**src/rtl/pps_flex_pkg.sv**
```systemverilog
package pps_flex_pkg;

    typedef enum logic [3:0] {
        CMD_NONE         = 4'd0,
        CMD_START_ONE    = 4'd1,
        CMD_START_TRAIN  = 4'd2,
        CMD_CANCEL_START = 4'd3,
        CMD_STOP_AT      = 4'd4,
        CMD_STOP_NOW     = 4'd5,
        CMD_CANCEL_STOP  = 4'd6
    } pps_cmd_e;

    localparam logic [3:0] CMD_MAX_VALID = 4'd6;

    typedef enum logic [2:0] {
        ST_IDLE,
        ST_ARM_ONE,
        ST_ARM_TRAIN,
        ST_ONE_HIGH,
        ST_TRAIN_RUN,
        ST_TRAIN_STOPPING
    } pps_state_e;

endpackage

```
**src/rtl/pps_cmd_reg.sv**
```systemverilog
module pps_cmd_reg
    import pps_flex_pkg::*;
(
    input  logic       clk,
    input  logic       rst_n,
    input  logic       flex_en,
    input  logic       wr,
    input  logic [3:0] din,
    output logic [3:0] cmd_q
);
    logic take;

    // Accept only valid, non-zero codes while enabled and the field is empty
    assign take = wr && flex_en && (cmd_q == 4'd0) &&
                  (din != 4'd0) && (din <= CMD_MAX_VALID);

    always_ff @(posedge clk) begin
        if (!rst_n)
            cmd_q <= 4'd0;
        else if (cmd_q != 4'd0)
            cmd_q <= 4'd0;          // consumed by the controller this cycle
        else if (take)
            cmd_q <= din;
    end
endmodule

```
**src/rtl/pps_time_cmp.sv**
```systemverilog
module pps_time_cmp #(
    parameter int SEC_W = 32,
    parameter int NS_W  = 30
) (
    input  logic             clk,
    input  logic             rst_n,
    input  logic [SEC_W-1:0] sys_sec,
    input  logic [NS_W-1:0]  sys_ns,
    input  logic [SEC_W-1:0] tgt_sec,
    input  logic [NS_W-1:0]  tgt_ns,
    output logic             reached,
    output logic             reached_rise
);
    localparam int TW = SEC_W + NS_W;

    logic [TW-1:0] now_t;
    logic [TW-1:0] tgt_t;
    logic          reached_q;

    assign now_t        = {sys_sec, sys_ns};
    assign tgt_t        = {tgt_sec, tgt_ns};
    assign reached      = (now_t >= tgt_t);
    assign reached_rise = reached && !reached_q;

    always_ff @(posedge clk) begin
        if (!rst_n) reached_q <= 1'b0;
        else        reached_q <= reached;
    end
endmodule

```
**src/rtl/pps_phase_ctr.sv**
```systemverilog
module pps_phase_ctr #(
    parameter int CNT_W = 16
) (
    input  logic             clk,
    input  logic             rst_n,
    input  logic             clear,
    input  logic             run,
    input  logic [CNT_W-1:0] width,
    input  logic [CNT_W-1:0] interval,
    output logic             in_width,
    output logic             width_last,
    output logic             period_last
);
    logic [CNT_W-1:0] cnt;

    assign in_width    = (cnt < width);
    assign width_last  = (cnt == width - 1'b1);
    assign period_last = (cnt == interval - 1'b1);

    always_ff @(posedge clk) begin
        if (!rst_n || clear)
            cnt <= '0;
        else if (run)
            cnt <= period_last ? '0 : cnt + 1'b1;
    end
endmodule

```
**src/rtl/pps_flex_gen.sv**
```systemverilog
module pps_flex_gen
    import pps_flex_pkg::*;
#(
    parameter int SEC_W = 32,
    parameter int NS_W  = 30,
    parameter int CNT_W = 16
) (
    input  logic             clk,
    input  logic             rst_n,
    input  logic [SEC_W-1:0] sys_sec,
    input  logic [NS_W-1:0]  sys_ns,
    input  logic             flex_en,
    input  logic             cmd_wr,
    input  logic [3:0]       cmd_in,
    input  logic [1:0]       tgt_mode,
    input  logic [SEC_W-1:0] tgt_sec,
    input  logic [NS_W-1:0]  tgt_ns,
    input  logic [CNT_W-1:0] pulse_width,
    input  logic [CNT_W-1:0] pulse_interval,
    output logic [3:0]       cmd_field,
    output logic             pps_out,
    output logic             tgt_irq
);
    pps_state_e st, st_n;
    pps_cmd_e   cmd;
    logic       reached, reached_rise;
    logic       route_out, route_irq;
    logic       ctr_clear, ctr_run;
    logic       in_width, width_last, period_last;
    logic       irq_q;

    pps_cmd_reg u_cmd (
        .clk     (clk),
        .rst_n   (rst_n),
        .flex_en (flex_en),
        .wr      (cmd_wr),
        .din     (cmd_in),
        .cmd_q   (cmd_field)
    );

    assign cmd = pps_cmd_e'(cmd_field);

    pps_time_cmp #(.SEC_W(SEC_W), .NS_W(NS_W)) u_cmp (
        .clk          (clk),
        .rst_n        (rst_n),
        .sys_sec      (sys_sec),
        .sys_ns       (sys_ns),
        .tgt_sec      (tgt_sec),
        .tgt_ns       (tgt_ns),
        .reached      (reached),
        .reached_rise (reached_rise)
    );

    pps_phase_ctr #(.CNT_W(CNT_W)) u_ctr (
        .clk         (clk),
        .rst_n       (rst_n),
        .clear       (ctr_clear),
        .run         (ctr_run),
        .width       (pulse_width),
        .interval    (pulse_interval),
        .in_width    (in_width),
        .width_last  (width_last),
        .period_last (period_last)
    );

    // Target mode routing: 2'b00 irq only, 2'b10 both, 2'b11 output only, 2'b01 none
    assign route_out = tgt_mode[1];
    assign route_irq = (tgt_mode == 2'b00) || (tgt_mode == 2'b10);

    // Next-state logic
    always_comb begin
        st_n      = st;
        ctr_clear = 1'b0;
        unique case (st)
            ST_IDLE: begin
                if (cmd == CMD_START_ONE)        st_n = ST_ARM_ONE;
                else if (cmd == CMD_START_TRAIN) st_n = ST_ARM_TRAIN;
            end
            ST_ARM_ONE: begin
                if (cmd == CMD_CANCEL_START && !reached) begin
                    st_n = ST_IDLE;
                end else if (reached && route_out) begin
                    st_n      = ST_ONE_HIGH;
                    ctr_clear = 1'b1;
                end
            end
            ST_ARM_TRAIN: begin
                if (cmd == CMD_CANCEL_START && !reached) begin
                    st_n = ST_IDLE;
                end else if (reached && route_out) begin
                    st_n      = ST_TRAIN_RUN;
                    ctr_clear = 1'b1;
                end
            end
            ST_ONE_HIGH: begin
                if (width_last) st_n = ST_IDLE;
            end
            ST_TRAIN_RUN: begin
                if (cmd == CMD_STOP_NOW)     st_n = ST_IDLE;
                else if (cmd == CMD_STOP_AT) st_n = ST_TRAIN_STOPPING;
            end
            ST_TRAIN_STOPPING: begin
                if (cmd == CMD_STOP_NOW)                        st_n = ST_IDLE;
                else if (cmd == CMD_CANCEL_STOP && !reached)    st_n = ST_TRAIN_RUN;
                else if (reached && route_out)                  st_n = ST_IDLE;
            end
            default: st_n = ST_IDLE;
        endcase
    end

    // State register
    always_ff @(posedge clk) begin
        if (!rst_n) st <= ST_IDLE;
        else        st <= st_n;
    end

    // Interrupt register
    always_ff @(posedge clk) begin
        if (!rst_n) irq_q <= 1'b0;
        else        irq_q <= reached_rise && route_irq;
    end

    // Outputs
    always_comb begin
        ctr_run = 1'b0;
        pps_out = 1'b0;
        unique case (st)
            ST_ONE_HIGH: begin
                ctr_run = 1'b1;
                pps_out = 1'b1;
            end
            ST_TRAIN_RUN, ST_TRAIN_STOPPING: begin
                ctr_run = 1'b1;
                pps_out = in_width;
            end
            default: begin
                ctr_run = 1'b0;
                pps_out = 1'b0;
            end
        endcase
    end

    assign tgt_irq = irq_q;

endmodule

```
**config.mk**
```make
export PLATFORM = sky130hd
export DESIGN_NAME = pps_flex_gen
export DESIGN_NICKNAME = d
export VERILOG_FILES = /design/src/rtl/pps_flex_pkg.sv /design/src/rtl/pps_cmd_reg.sv /design/src/rtl/pps_time_cmp.sv /design/src/rtl/pps_phase_ctr.sv /design/src/rtl/pps_flex_gen.sv
export SDC_FILE = /design/constraint.sdc
export NUM_CORES = 1
export LEC_CHECK = 0
export BUFFER_PORTS_ARGS = -buffer_cell sky130_fd_sc_hd__buf_2
export CAP_MARGIN = 20
export CORE_MARGIN = 2
export CORE_UTILIZATION = 50
export CTS_CLUSTER_DIAMETER = 120
export CTS_CLUSTER_SIZE = 12
export DETAILED_ROUTE_END_ITERATION = 7
export PLACE_DENSITY = 0.82
export SLEW_MARGIN = 20
export SYNTH_ARGS = -nofsm -noshare
export SYNTH_HDL_FRONTEND = slang
export SYNTH_SLANG_ARGS = --single-unit
```
**constraint.sdc**
```tcl
create_clock -name clk -period 3.55 [get_ports clk]
set_input_delay 0 -clock clk [delete_from_list [all_inputs] [get_ports clk]]
set_output_delay 0 -clock clk [all_outputs]
set_load 0.05 [all_outputs]
```
==> run_results.csv <==
group,metric,value,unit
placed_design,place_ws,0.537,ns
setup_path,crit_cells,9,
sta,fin_setup_tns,0,ns
routing,wl_per_cell,13.5,µm
routing,vias,4659,
setup_path,cp_top_family,"simple AND/OR/NAND/NOR gates",
floorplanning,rows,33,
pwr,irDropWorstVdd,0.190,mV
setup_path,cp_slowest_cell,"dfxtp_1",
routing,first_pass_iters,4,
synthesis,synth_xor_area_frac,0.116,
setup_path,cp.required,3.72,ns
setup_path,critPathKind,"reg2reg",
synthesis,synth.avg_cell_area,7.22,µm²
final_layout,fin_area,0.00525,mm²
final_layout,antenna_cells,0,
setup_path,r2r_start,"st[0]",
run,maxCapViolCount,0,
global_routing,grt_max_degree,17,
placed_design,place_inst,852,
sta,finalSetupViolCount,0,
synthesis,synth_edf_count,0,
placed_design,port_buffers,171,
global_routing,grt_overflow,0,
sta,maxSlewHeadroom,0.516,
sta,worstMarginPinSlew,0.719,ns
placed_design,gp_congestion,0.901,
routing,drc,0,
sta,post-route-period-util,0.774,
synthesis,synth-async-reset-ratio,0,
clock_network,clkLatencyLatePin,0.27,ns
pwr,p_leak,2.71,nW
synthesis,synth_seq_area_share,0.118,
clock_network,root_buffer,"clkbuf_8",
synthesis,ys.flop_type,"dfxtp_1",
run_status,status,"finished, final reports clean",
min_path,hp-start,"cmd_in[1]",
final_layout,syn2layout_area_growth,23.6,%
synthesis,synth_fp_nets,835,
pwr,powerDensity,181,mW/mm²
setup_path,crit_end,"u_ctr.cnt[1]",
setup_path,crit_buf_inv,0,
setup_path,cp_cell_sequence,"and3b_1 > nand2b_1 > nand3_1 > nor4_1 > o21ai_0 > or4_1 > or4_4 > nand3_4 > nor2_1",
floorplanning,start_util,0.517,
synthesis,ys_warn_count,0,
clock_network,cts_tree,"yes",
min_path,holdCritPathClass,"in2reg",
sta,whs,0.00578,ns
sta,drv_slew,0,
clock_network,clkTransAtPathRegs,0.09,ns
setup_path,end_kind,"register",
synthesis,muxShareOfSynthArea,0.0215,
clock_network,h-tree-depth,1,
setup_path,r2r_cells,9,
synthesis,synth_compound_area_frac,0.164,
setup_path,reg2reg_to,"u_ctr.cnt[1]",
setup_path,crit_fanout,16,
routing,drt_iter0_drc,181,
clock_network,cts.sinks,25,
synthesis,syn_area,0.00425,mm²
sta,fin_crit,2.75,ns
synthesis,synth_commonest_cells,"inv_1 (88), ha_1 (81), nor2_1 (47), a21oi_1 (42), xnor2_1 (38)",
final_layout,nets,1001,
floorplanning,fp.dieW,96.1,µm
sta,fmax,0.364,GHz
routing,ant_nets,0,
setup_path,cp-startpoint,"st[0]",
sta,setup_slack,0.803,ns
final_layout,final_cells,858,
sta,rsz0062_at_grt,"no",
floorplanning,io_pins,172,
global_routing,grt_usage,0.247,
floorplanning,dieArea,0.00924,mm²
routing,wl,11600,µm
synthesis,synth_top_family_by_area,"simple AND/OR/NAND/NOR gates",
setup_path,rrSetupSlack,0.80,ns
synthesis,yosys_register_bits,25,
synthesis,synth-simple-area-share,0.249,
setup_path,critical-path-max-stage-delay,0.50,ns
setup_path,worstSetupStartpointType,"register",
synthesis,synth_top_area_share,0.239,
global_routing,grt_pass1_vias,4524,
synthesis,synth_top_area_cell,"ha_1",
sta,finalClockSkew,0.00390,ns
placed_design,hpwlAfterDp,10100,µm
sta,hold_viol_final,0,
routing,via_per_inst,5.43,
placed_design,place_area,0.00518,mm²
floorplanning,core_area,0.00822,mm²
final_layout,fill_cells,736,
synthesis,ys_types,56,
synthesis,synthAdderAreaFrac,0.239,
floorplanning,dieHeight,96.1,µm
setup_path,cp.arrival,2.91,ns
clock_network,post_cts_buffers,0,
final_layout,drive_gt1_frac,0.246,
clock_network,cts_buffers,3,
global_routing,antenna_found_initial,0,
synthesis,synth.area.top_cells,"ha_1 (24%), dfxtp_1 (12%), xnor2_1 (7.8%)",
global_routing,grt_first_pass_wirelength,18700,µm
synthesis,synth_most_common_cell,"inv_1",
clock_network,cts_buffer_depth,2,
synthesis,synthCells,588,
==> how the worst min path moves through the flow <==
stage	end	slack, ns	depth (start not counted)
global route	u_cmd.cmd_q[2]	0.03	3
floorplan	tgt_irq	0.08	1
detailed placement	tgt_irq	0.17	2
CTS	u_cmd.cmd_q[2]	0.002	3
global placement	tgt_irq	0.16	2
finish	u_cmd.cmd_q[1]	0.006	3
==> routing by layer <==
layer | global-route usage | vias up | wire length (µm) | part of all wire
met5 | 0 | - | 0 | 0
met4 | 0.0774 | 0 | 274 | 0.024
met3 | 0.0392 | 24 | 768 | 0.066
met2 | 0.465 | 156 | 5610 | 0.48
met1 | 0.281 | 2095 | 4920 | 0.42
li1 | - | 2384 | - | -
==> cell usage in the layout, fill, tap and decap left out, drive strengths merged, types with 14 or more instances in the layout <==
cell and n:
nand4 20, xnor2 38, dfxtp 25, ha 81, nand2 37, xor2 18, o21ai 25, buf 173
inv 88, nand3 24, nor2 47, a21oi 42, nor3 16, nand2b 14
==> what timing repair did <==
action | CTS | global route
hold endpoints to repair | 2 | 0
resized for setup | 0 | 0
hold buffers | 2 | 0
==> state kept, by name (all words and copies together), names as in the netlist <==
register / flops
st: 3
tgt_irq: 1
u_cmd.cmd_q: 4
u_cmp.reached_q: 1
u_ctr.cnt: 16
==> power breakdown <==
part	internal (mW)	total (mW)	switching [mW]
combinational	0.215	0.464	0.248
clock	0.0806	0.179	0.0981
sequential	0.291	0.309	0.0176
==> per-stage QoR <==
stage	util	total power [mW]
after CTS	0.639	0.954
after floorplan	-	0.598
after global routing	0.639	1.03
after detailed placement	0.631	0.775
after global placement	0.631	0.754
final	0.639	0.951
==> worst min-delay path, cell delays in order <==
cell,delay (ns)
buf_2,0.10
mux2i_1,0.07
nor2_1,0.08
==> logic make-up (layout without fill, tap and decap cells) <==
group / Yosys count / after routing
simple gates: 201 / 201
compound gates: 113 / 113
buf+inv: 102 / 267
fa+ha+maj: 81 / 81
xor+xnor: 56 / 56
flops: 25 / 25
mux: 9 / 9
other cells: 1 / 1
==> area by class of cell <==
class                   count  area [µm²]  area share
multi-input cells         461        3350       0.638
repair buffers            175         891       0.170
flip-flops and latches     25         500      0.0954
inverters                  88         330      0.0629
well taps                 105         131      0.0250
clock buffers               4        45.0     0.00858
Note: power is estimated with default switching activity, not from simulation.
